[src/rtl/rxo_pkg.sv]
package rxo_pkg;

    localparam int FIELD_W = 9;

    typedef enum logic [1:0] {
        RX_IDLE,
        RX_START,
        RX_DATA,
        RX_STOP
    } rx_state_e;

    typedef struct packed {
        logic [FIELD_W-1:0] field;
        logic               noise;
        logic               frame_err;
        logic               parity_err;
    } rx_word_t;

    function automatic logic vote3(input logic a, input logic b, input logic c);
        return (a & b) | (a & c) | (b & c);
    endfunction

    function automatic logic split3(input logic a, input logic b, input logic c);
        return (a ^ b) | (b ^ c);
    endfunction

endpackage

[src/rtl/rxo_line_sync.sv]
module rxo_line_sync #(
    parameter int   STAGES    = 2,
    parameter logic RESET_VAL = 1'b1
) (
    input  logic clk,
    input  logic rst_n,
    input  logic din,
    output logic dout
);

    logic [STAGES-1:0] sh_d, sh_q;

    generate
        if (STAGES == 1) begin : g_single
            always_comb sh_d = din;
        end else begin : g_chain
            always_comb sh_d = {sh_q[STAGES-2:0], din};
        end
    endgenerate

    always_ff @(posedge clk or negedge rst_n) begin
        if (!rst_n) sh_q <= {STAGES{RESET_VAL}};
        else        sh_q <= sh_d;
    end

    assign dout = sh_q[STAGES-1];

endmodule

[src/rtl/rxo_frame_fsm.sv]
module rxo_frame_fsm
    import rxo_pkg::*;
#(
    parameter int OSR     = 16,
    parameter int FLD_W   = rxo_pkg::FIELD_W
) (
    input  logic     clk,
    input  logic     rst_n,
    input  logic     tick,
    input  logic     line,
    input  logic     en,
    input  logic     cfg_nine,
    input  logic     cfg_par_en,
    input  logic     cfg_par_odd,
    output logic     done,
    output logic     reject,
    output rx_word_t word
);

    localparam int CW = $clog2(OSR + 1);
    localparam int BW = $clog2(FLD_W);
    localparam logic [CW-1:0] CHK_A = CW'(OSR / 2 - 5);
    localparam logic [CW-1:0] CHK_B = CW'(OSR / 2 - 3);
    localparam logic [CW-1:0] CHK_C = CW'(OSR / 2 - 1);
    localparam logic [CW-1:0] MID_A = CW'(OSR / 2);
    localparam logic [CW-1:0] MID_B = CW'(OSR / 2 + 1);
    localparam logic [CW-1:0] MID_C = CW'(OSR / 2 + 2);
    localparam logic [CW-1:0] BIT_END = CW'(OSR);
    localparam logic [BW-1:0] LAST9 = BW'(FLD_W - 1);
    localparam logic [BW-1:0] LAST8 = BW'(FLD_W - 2);

    typedef struct packed {
        rx_state_e          state;
        logic [CW-1:0]      cnt;
        logic [BW-1:0]      idx;
        logic [BW-1:0]      last;
        logic [1:0]         samp;
        logic [FLD_W-1:0]   field;
        logic               noise;
        logic               armed;
        logic               par_en;
        logic               par_odd;
    } fsm_t;

    fsm_t          st_d, st_q;
    logic [CW-1:0] nxt;
    logic          vbit;
    logic          vsplit;

    always_comb begin
        st_d   = st_q;
        done   = 1'b0;
        reject = 1'b0;
        nxt    = st_q.cnt + 1'b1;
        vbit   = vote3(line, st_q.samp[1], st_q.samp[0]);
        vsplit = split3(line, st_q.samp[1], st_q.samp[0]);

        word.field      = st_q.field;
        word.noise      = st_q.noise | vsplit;
        word.frame_err  = ~vbit;
        word.parity_err = st_q.par_en & ((^st_q.field) != st_q.par_odd);

        if (!en) begin
            st_d.state = RX_IDLE;
            st_d.armed = 1'b0;
            st_d.cnt   = '0;
        end else if (tick) begin
            unique case (st_q.state)
                RX_IDLE: begin
                    if (line) begin
                        st_d.armed = 1'b1;
                    end else if (st_q.armed) begin
                        st_d.state   = RX_START;
                        st_d.cnt     = CW'(1);
                        st_d.idx     = '0;
                        st_d.samp    = '0;
                        st_d.field   = '0;
                        st_d.noise   = 1'b0;
                        st_d.armed   = 1'b0;
                        st_d.last    = cfg_nine ? LAST9 : LAST8;
                        st_d.par_en  = cfg_par_en;
                        st_d.par_odd = cfg_par_odd;
                    end
                end
                RX_START: begin
                    st_d.cnt = nxt;
                    if (nxt == CHK_A) begin
                        st_d.samp[0] = line;
                    end else if (nxt == CHK_B) begin
                        st_d.samp[1] = line;
                    end else if (nxt == CHK_C) begin
                        if (vbit) begin
                            reject     = 1'b1;
                            st_d.state = RX_IDLE;
                            st_d.cnt   = '0;
                        end else begin
                            st_d.noise = vsplit;
                        end
                    end else if (nxt == BIT_END) begin
                        st_d.state = RX_DATA;
                        st_d.cnt   = '0;
                    end
                end
                RX_DATA: begin
                    st_d.cnt = nxt;
                    if (nxt == MID_A) begin
                        st_d.samp[0] = line;
                    end else if (nxt == MID_B) begin
                        st_d.samp[1] = line;
                    end else if (nxt == MID_C) begin
                        st_d.field[st_q.idx] = vbit;
                        st_d.noise           = st_q.noise | vsplit;
                    end else if (nxt == BIT_END) begin
                        st_d.cnt = '0;
                        if (st_q.idx == st_q.last) st_d.state = RX_STOP;
                        else                       st_d.idx   = st_q.idx + 1'b1;
                    end
                end
                RX_STOP: begin
                    st_d.cnt = nxt;
                    if (nxt == MID_A) begin
                        st_d.samp[0] = line;
                    end else if (nxt == MID_B) begin
                        st_d.samp[1] = line;
                    end else if (nxt == MID_C) begin
                        done       = 1'b1;
                        st_d.state = RX_IDLE;
                        st_d.cnt   = '0;
                        st_d.armed = vbit;
                    end
                end
                default: st_d.state = RX_IDLE;
            endcase
        end
    end

    always_ff @(posedge clk or negedge rst_n) begin
        if (!rst_n) begin
            st_q       <= '0;
            st_q.state <= RX_IDLE;
        end else begin
            st_q <= st_d;
        end
    end


    en_off_chk: assert property (@(posedge clk) disable iff (!rst_n)
        !en |=> (!done && !reject && st_q.state == RX_IDLE));


    done_idle_chk: assert property (@(posedge clk) disable iff (!rst_n)
        done |=> (st_q.state == RX_IDLE && !done));


    cnt_bound_chk: assert property (@(posedge clk) disable iff (!rst_n)
        st_q.cnt <= BIT_END);


    idx_bound_chk: assert property (@(posedge clk) disable iff (!rst_n)
        (st_q.state != RX_IDLE) |-> (st_q.idx <= st_q.last));

endmodule

[src/rtl/rxo_result_reg.sv]
module rxo_result_reg
    import rxo_pkg::*;
#(
    parameter int FLD_W = rxo_pkg::FIELD_W
) (
    input  logic             clk,
    input  logic             rst_n,
    input  logic             done,
    input  logic             reject,
    input  rx_word_t         word,
    input  logic             host_read,
    output logic [FLD_W-1:0] data,
    output logic             full,
    output logic             overrun,
    output logic             noise,
    output logic             frame_err,
    output logic             parity_err
);

    typedef struct packed {
        logic [FLD_W-1:0] data;
        logic             full;
        logic             ovr;
        logic             nf;
        logic             fe;
        logic             pf;
    } hold_t;

    hold_t r_d, r_q;

    always_comb begin
        r_d = r_q;
        if (host_read) begin
            r_d.full = 1'b0;
            r_d.ovr  = 1'b0;
            r_d.nf   = 1'b0;
            r_d.fe   = 1'b0;
            r_d.pf   = 1'b0;
        end
        if (done) begin
            if (r_q.full && !host_read) begin
                r_d.ovr = 1'b1;
            end else begin
                r_d.data = word.field;
                r_d.full = 1'b1;
                r_d.nf   = word.noise;
                r_d.fe   = word.frame_err;
                r_d.pf   = word.parity_err;
            end
        end
        if (reject) r_d.nf = 1'b1;
    end

    always_ff @(posedge clk or negedge rst_n) begin
        if (!rst_n) r_q <= '0;
        else        r_q <= r_d;
    end

    assign data       = r_q.data;
    assign full       = r_q.full;
    assign overrun    = r_q.ovr;
    assign noise      = r_q.nf;
    assign frame_err  = r_q.fe;
    assign parity_err = r_q.pf;


    rd_clear_chk: assert property (@(posedge clk) disable iff (!rst_n)
        (host_read && !done) |=> (!full && !overrun));


    ovr_keep_chk: assert property (@(posedge clk) disable iff (!rst_n)
        (done && full && !host_read) |=> (overrun && full && $stable(data)));


    rd_load_chk: assert property (@(posedge clk) disable iff (!rst_n)
        (done && host_read) |=> (full && !overrun));

endmodule

[src/rtl/rxo_receiver.sv]
module rxo_receiver
    import rxo_pkg::*;
#(
    parameter int OSR         = 16,
    parameter int SYNC_STAGES = 2
) (
    input  logic       clk,
    input  logic       rst_n,
    input  logic       rt_tick,
    input  logic       rx_line,
    input  logic       rx_en,
    input  logic       cfg_nine,
    input  logic       cfg_par_en,
    input  logic       cfg_par_odd,
    input  logic       host_read,
    output logic [7:0] rx_data,
    output logic       rx_bit8,
    output logic       rx_full,
    output logic       rx_overrun,
    output logic       rx_noise,
    output logic       rx_frame_err,
    output logic       rx_parity_err
);

    localparam int FLD_W = rxo_pkg::FIELD_W;

    logic             line_s;
    logic             f_done;
    logic             f_reject;
    rx_word_t         f_word;
    logic [FLD_W-1:0] held;

    rxo_line_sync #(
        .STAGES    (SYNC_STAGES),
        .RESET_VAL (1'b1)
    ) sync_i (
        .clk   (clk),
        .rst_n (rst_n),
        .din   (rx_line),
        .dout  (line_s)
    );

    rxo_frame_fsm #(
        .OSR   (OSR),
        .FLD_W (FLD_W)
    ) fsm_i (
        .clk         (clk),
        .rst_n       (rst_n),
        .tick        (rt_tick),
        .line        (line_s),
        .en          (rx_en),
        .cfg_nine    (cfg_nine),
        .cfg_par_en  (cfg_par_en),
        .cfg_par_odd (cfg_par_odd),
        .done        (f_done),
        .reject      (f_reject),
        .word        (f_word)
    );

    rxo_result_reg #(
        .FLD_W (FLD_W)
    ) hold_i (
        .clk        (clk),
        .rst_n      (rst_n),
        .done       (f_done),
        .reject     (f_reject),
        .word       (f_word),
        .host_read  (host_read),
        .data       (held),
        .full       (rx_full),
        .overrun    (rx_overrun),
        .noise      (rx_noise),
        .frame_err  (rx_frame_err),
        .parity_err (rx_parity_err)
    );

    assign rx_data = held[7:0];
    assign rx_bit8 = held[8];


    reject_noise_chk: assert property (@(posedge clk) disable iff (!rst_n)
        f_reject |=> (rx_noise && $stable(rx_full)));


    frame_flag_chk: assert property (@(posedge clk) disable iff (!rst_n)
        (f_done && !rx_full && f_word.frame_err) |=> (rx_frame_err && rx_full));

endmodule

[config.mk]
export PLATFORM = sky130hd
export DESIGN_NAME = rxo_receiver
export DESIGN_NICKNAME = d
export VERILOG_FILES = /design/src/rtl/rxo_pkg.sv /design/src/rtl/rxo_line_sync.sv /design/src/rtl/rxo_frame_fsm.sv /design/src/rtl/rxo_result_reg.sv /design/src/rtl/rxo_receiver.sv
export SDC_FILE = /design/constraint.sdc
export NUM_CORES = 1
export LEC_CHECK = 0
export BUFFER_PORTS_ARGS = -buffer_cell sky130_fd_sc_hd__clkbuf_2
export CORE_MARGIN = 2
export CORE_UTILIZATION = 45
export CTS_BUF_LIST = sky130_fd_sc_hd__clkbuf_2
export DETAILED_ROUTE_END_ITERATION = 7
export GPL_ROUTABILITY_DRIVEN = 0
export MAX_ROUTING_LAYER = met4
export SYNTH_ARGS = -nofsm -noshare
export SYNTH_HDL_FRONTEND = slang
export SYNTH_SLANG_ARGS = --single-unit
export TNS_END_PERCENT = 10
[constraint.sdc]
create_clock -name clk -period 3.3 [get_ports clk]
set_input_delay 0.33 -clock clk [delete_from_list [all_inputs] [get_ports clk]]
set_output_delay 0.33 -clock clk [all_outputs]
set_load 0.01 [all_outputs]
==> results of run 1 <==
==> power groups by stage <==
stage | clock (W) | combinational [W] | sequential, W
final | 0.000317 | 0.000190 | 0.000620
after global placement | 0 | 0.000186 | 0.000629
after detailed placement | 0 | 0.000189 | 0.000630
after CTS | 0.000327 | 0.000191 | 0.000621
after global routing | 0.000347 | 0.000213 | 0.000629
after floorplan | 0 | 0.000144 | 0.000618
==> metrics by stage <==
step,hold slack (ns),utilization,total power [W],setup WS (ns)
after detailed placement,0.351,0.499,0.000820,0.521
final,0.0420,0.513,0.00113,0.491
after CTS,0.0124,0.513,0.00114,0.484
after global routing,0.0259,0.513,0.00119,0.306
after floorplan,0.0344,-,0.000762,0.882
after global placement,0.348,0.499,0.000815,0.608
==> cell families (layout without fill, tap and decap cells) <==
group	Yosys count	in the layout	synth area share
mux	25	25	0.105
flops	44	44	0.388
simple gates	112	112	0.202
compound gates	62	62	0.163
buf+inv	24	48	0.0431
fa+ha+maj	14	14	0.0616
xor+xnor	12	12	0.0370
==> placed cells by master, fill, tap and decap left out, types with 7 or more instances in the layout <==
master    synthesis  routed
mux2_2           10      10
a21oi_1          11      11
o211ai_1          8       8
dfrtp_1          42      42
mux2_4            7       7
mux2i_1           7       7
ha_1             14      14
nor2_1           14      14
nand3_1          16      16
inv_1            10      10
nand2_1          43      43
o21ai_0          11      11
xnor2_1           9       9
clkbuf_2          0      27
nand4_1           8       8
==> layer usage <==
metal  track usage  part of all wire
met4        0.0557             0.015
met1         0.289              0.52
met2         0.276              0.42
met3        0.0297             0.043
met5             -                 0
==> worst max-delay path by stage <==
stage	cells after the start	slack [ns]	from	endpoint
floorplan	7	0.88	fsm_i.st_q[24]	hold_i.data[4]
CTS	6	0.48	fsm_i.st_q[23]	hold_i.data[3]
global placement	6	0.61	fsm_i.st_q[23]	hold_i.data[0]
detailed placement	6	0.52	fsm_i.st_q[23]	hold_i.data[2]
finish	6	0.49	fsm_i.st_q[23]	hold_i.data[0]
global route	6	0.31	fsm_i.st_q[23]	hold_i.data[1]
==> cell type report <==
type | count | area [um^2] | area share
clock inverters | 3 | 42.5 | 0.0138
inverters | 11 | 41.3 | 0.0134
well taps | 75 | 93.8 | 0.0304
repair buffers | 29 | 168 | 0.0542
flip-flops and latches | 44 | 1100 | 0.357
clock buffers | 5 | 25.0 | 0.00809
multi-input cells | 225 | 1620 | 0.523
==> timing repair <==
action	4_1_cts	5_1_grt
hold buffers	2	0
endpoints found under the hold margin	25	0
buffers inserted	0	0
==> worst max-delay path: stages, from the launching register on <==
cell and delay, ns:
dfrtp_1 0.54, ha_1 0.36, nor4b_4 0.39, nand3b_2 0.21
or3_4 0.46, a21oi_4 0.40, mux2_2 0.38
==> sequential cells by signal (all words and copies together), names as in the netlist <==
name and flops:
hold_i.parity_err 1, hold_i.overrun 1, hold_i.full 1, fsm_i.st_q 19
sync_i.sh_q 2, hold_i.noise 1, fsm_i.word 9, hold_i.frame_err 1
hold_i.data 9
==> impl_metrics.py, run 1 <==
metrics = {
    "critical_path": {
        "reg2regPathDepth": 6,
        "cp-end-kind": "flip-flop",
        "required_ns": 3.65,
        "worst_r2r_endpoint": "hold_i.data[0]",
        "crit_path_start_kind": "flip-flop",
        "reg2reg_slack_ns": 0.49,
        "crit_arrival_ns": 3.16,
        "crit_fanout": 14,
        "crit_type": "flip-flop to flip-flop",
        "worstReg2RegStart": "fsm_i.st_q[23]",
    },
    "pwr": {
        "p_switching_w": 0.000325,
        "swShare": 0.289,
        "clock_power_share": 0.281,
        "ir_drop_mv": 0.227,
        "leakagePower_nw": 1.40,
        "power.density_mw_per_mm2": 364,
        "p_int_w": 0.000802,
        "combPwrFrac": 0.169,
        "power_frac_seq": 0.550,
    },
    "sta": {
        "fin_tns_setup_ns": 0,
        "slew_headroom": 0.519,
        "finalCritPeriodShare": 0.851,
        "clock_skew_ns": 0.0178,
        "slew_viol_final": 0,
        "worstMarginPinSlew_ns": 0.722,
        "max_freq_mhz": 356,
        "rsz0062_at_grt": "no",
        "hold_violations": 0,
        "period_needed_ns": 2.81,
        "finalSetupViolCount": 0,
    },
    "route": {
        "first_pass_iters": 4,
        "ant_nets": 0,
        "remaining_drc_errors": 0,
        "viasPerCell": 5.72,
        "drt_iter0_drc": 162,
        "wl_mm": 6.29,
        "route.vias.total": 2244,
        "wl_per_cell_um": 16.0,
    },
    "synthesis": {
        "yosys.cell_count.top_type": "nand2_1",
        "synth_cell_types": 59,
        "avgSynthCellArea_um2": 9.71,
        "synth_area_mm2": 0.00284,
        "synth.largest_area_cell": "dfrtp_1",
        "yosysSeqAreaShare": 0.388,
        "synth_edf_count": 0,
        "synth_ff_type": "dfrtp_1",
        "ys_async_sr_fraction": 1.00,
        "yosys_warnings": 0,
        "syn_inst": 293,
        "synthTopCellsByArea": "dfrtp_1, ha_1, nand2_1",
        "yosys.area.top_type_share": 0.370,
        "synth-seq-cells": 44,
        "synthesis.nets": 316,
        "synth_common_cells": "nand2_1, dfrtp_1, nand3_1",
    },
    "finish": {
        "fin_nets": 339,
        "syn_to_final_growth_pct": 8.71,
        "final_cells": 392,
        "antenna_cells": 0,
        "fill_cells": 594,
        "drive_above_1_share": 0.199,
        "fin_area_mm2": 0.00309,
    },
    "place": {
        "hpwl_mm": 4.60,
        "dp_cells": 382,
        "place_area_mm2": 0.00300,
        "port_buffers": 22,
    },
    "global_routing": {
        "track_usage": 0.195,
        "grt_max_degree": 28,
        "grt_pass1_vias": 2153,
        "antenna_found_initial": 0,
        "grt_pass1_wl_mm": 10.8,
        "grt_overflow_total": 0,
    },
    "floorplanning": {
        "num_rows": 28,
        "io_pins": 23,
        "dieWidth_um": 83.5,
        "core_mm2": 0.00603,
        "start_util": 0.472,
        "die_y_um": 83.5,
        "dieArea_mm2": 0.00697,
    },
    "clock_tree": {
        "post_cts_resized": 0,
        "path_clk_slew_ns": 0.25,
        "clock-sinks": 44,
        "cts-root-buf": "clkbuf_2",
        "clockBufferDepth": 2,
        "clkLatencyLatePin_ns": 0.43,
        "htreeDepth": 2,
        "cts_buffers": 5,
        "cts_tree": "built",
    },
    "run": {
        "max-cap-violations": 0,
    },
    "worst_hold_path": {
        "whs_endpoint": "hold_i.overrun",
        "hp-start": "host_read",
        "whs_path_depth": 2,
        "worstHoldPathType": "input port to flip-flop",
    },
    "run_status": {
        "outcome": "completed",
    },
}
Note: power is estimated with default switching activity, not from simulation.
==> inputs of run 2 (changes only) <==
--- a/config.mk
+++ b/config.mk
@@ -7,7 +7,7 @@
 export LEC_CHECK = 0
 export BUFFER_PORTS_ARGS = -buffer_cell sky130_fd_sc_hd__clkbuf_2
 export CORE_MARGIN = 2
-export CORE_UTILIZATION = 45
+export CORE_UTILIZATION = 42
 export CTS_BUF_LIST = sky130_fd_sc_hd__clkbuf_2
 export DETAILED_ROUTE_END_ITERATION = 7
 export GPL_ROUTABILITY_DRIVEN = 0
==> run 2 against run 1 <==
  * Non-clock buffer count is the same
  * Clock power grew 3%
  * Register-to-register slack is essentially flat
  * Sequential power is essentially flat
  * Via count shrank 1.1%
  * Core utilization shrank 3.3 points
  * Critical path depth is the same
  * Count of clock-buffer cells in the layout is the same
  * Combinational power is essentially flat
==> impl_metrics.py, run 2 (synthesized netlist as in run 1, its figures left out) <==
metrics = {
    "sta": {
        "max_freq_mhz": 356,
        "period_needed_ns": 2.81,
        "worst_hold_slack_ns": 0.0472,
        "hold_violations": 0,
        "rsz0062_at_grt": "no",
        "slew_headroom": 0.517,
        "fin_tns_setup_ns": 0,
        "finalSetupViolCount": 0,
        "slew_viol_final": 0,
        "worstMarginPinSlew_ns": 0.725,
        "finalCritPeriodShare": 0.852,
        "clock_skew_ns": 0.0225,
    },
    "floorplanning": {
        "start_util": 0.440,
        "io_pins": 23,
        "num_rows": 29,
        "die_y_um": 86.3,
        "dieWidth_um": 86.3,
        "dieArea_mm2": 0.00745,
        "core_mm2": 0.00646,
    },
    "finish": {
        "regMostFlops": "fsm_i.st_q",
        "drive_above_1_share": 0.202,
        "syn_to_final_growth_pct": 8.93,
        "antenna_cells": 0,
        "fill_cells": 631,
        "final_cell_mix": "nand2_1, dfrtp_1, clkbuf_2",
        "fin_nets": 339,
        "layout_commonest_cell": "nand2_1",
        "largest_reg_flops": 19,
    },
    "clock_tree": {
        "clock-sinks": 44,
        "htreeDepth": 2,
        "path_clk_slew_ns": 0.26,
        "clkLatencyLatePin_ns": 0.43,
        "cts-root-buf": "clkbuf_2",
        "cts_buffers": 5,
        "clockBufferDepth": 2,
        "cts_tree": "built",
    },
    "critical_path": {
        "crit_path_start_kind": "flip-flop",
        "required_ns": 3.66,
        "crit_chain": "ha_1 -> nor4b_4 -> nand3b_2 -> or3_4 -> a21oi_4 -> mux2_2",
        "critPathMaxStageDelay_ns": 0.55,
        "reg2regPathDepth": 6,
        "crit_arrival_ns": 3.17,
        "slowest_stage": "dfrtp_1",
        "crit_fanout": 14,
        "crit_type": "flip-flop to flip-flop",
        "cp-end-kind": "flip-flop",
    },
    "route": {
        "viasPerCell": 5.63,
        "wl_per_cell_um": 15.5,
        "ant_nets": 0,
        "drt_iter0_drc": 104,
        "first_pass_iters": 4,
        "remaining_drc_errors": 0,
        "route.vias.total": 2219,
        "wl_mm": 6.09,
    },
    "global_routing": {
        "grt_max_degree": 29,
        "track_usage": 0.179,
        "grt_overflow_total": 0,
        "grt_pass1_wl_mm": 10.4,
        "grt_pass1_vias": 2168,
        "antenna_found_initial": 0,
    },
    "run_status": {
        "outcome": "completed",
    },
    "worst_hold_path": {
        "worstHoldPathType": "input port to flip-flop",
        "whs_path_depth": 2,
    },
    "run": {
        "max-cap-violations": 0,
    },
    "place": {
        "port_buffers": 22,
        "hpwl_mm": 4.53,
    },
    "pwr": {
        "leakagePower_nw": 1.40,
        "power.density_mw_per_mm2": 365,
        "ir_drop_mv": 0.223,
    },
}
run 2: worst paths after layout:
path | endpoint | startpoint | slack [ns]
setup / recovery | hold_i.data[2] | fsm_i.st_q[23] | 0.49
hold / removal | hold_i.overrun | host_read | 0.05
hold reg to reg | sync_i.sh_q[1] | sync_i.sh_q[0] | 0.35
min in group asynchronous | hold_i.data[6] | rst_n | 0.44
setup reg to reg | hold_i.data[2] | fsm_i.st_q[23] | 0.49
max in group asynchronous | fsm_i.word[7] | rst_n | 2.14
run 2: final cells by class:
cell class                 instances  area, um^2  area share
multi-input combinational        225        1620       0.522
sequential                        44        1100       0.356
inverter                          11        41.3      0.0133
clock buffer                       5        25.0     0.00808
timing repair buffer              29         168      0.0541
tap                               77        96.3      0.0311
clock inverter                     3        46.3      0.0149
run 2: power by group:
part,internal [W],leakage [nW],switching [W]
Sequential,0.000580,0.593,0.0000380
Clock,0.000131,0.0396,0.000196
Combinational,0.0000943,0.763,0.0000924
run 2: critical path, delay by kind of cell (launching register included):
kind | cells | cell delay, ns
and+or+nand+nor | 3 | 1.04
DFF | 1 | 0.55
AOI/OAI and AO/OA | 1 | 0.40
muxes | 1 | 0.39
adders and majority gates | 1 | 0.36
run 2: repair_timing:
item,4_1_cts,5_1_grt
hold endpoints to repair,26,0
setup buffers,0,0
hold buffers,2,0
gates resized for setup,0,0
run 2: routing by layer:
layer | up-vias | part of all wire | track usage
met2 | 67 | 0.43 | 0.259
met3 | 10 | 0.048 | 0.0343
li1 | 1103 | - | -
met1 | 1039 | 0.51 | 0.256
met5 | - | 0 | -
met4 | 0 | 0.015 | 0.0511
run 2: stage by stage:
stage | utilization | instance area [um^2] | worst slack, ns | instances | power, W
6_report | 0.480 | 3100 | 0.489 | 394 | 0.00113
5_1_grt | 0.480 | 3100 | 0.389 | 394 | 0.00120
4_1_cts | 0.480 | 3100 | 0.504 | 394 | 0.00115
3_5_place_dp | 0.466 | 3010 | 0.532 | 384 | 0.000816
3_3_place_gp | 0.466 | 3010 | 0.619 | 384 | 0.000815
2_1_floorplan | - | 2840 | 0.882 | 293 | 0.000762
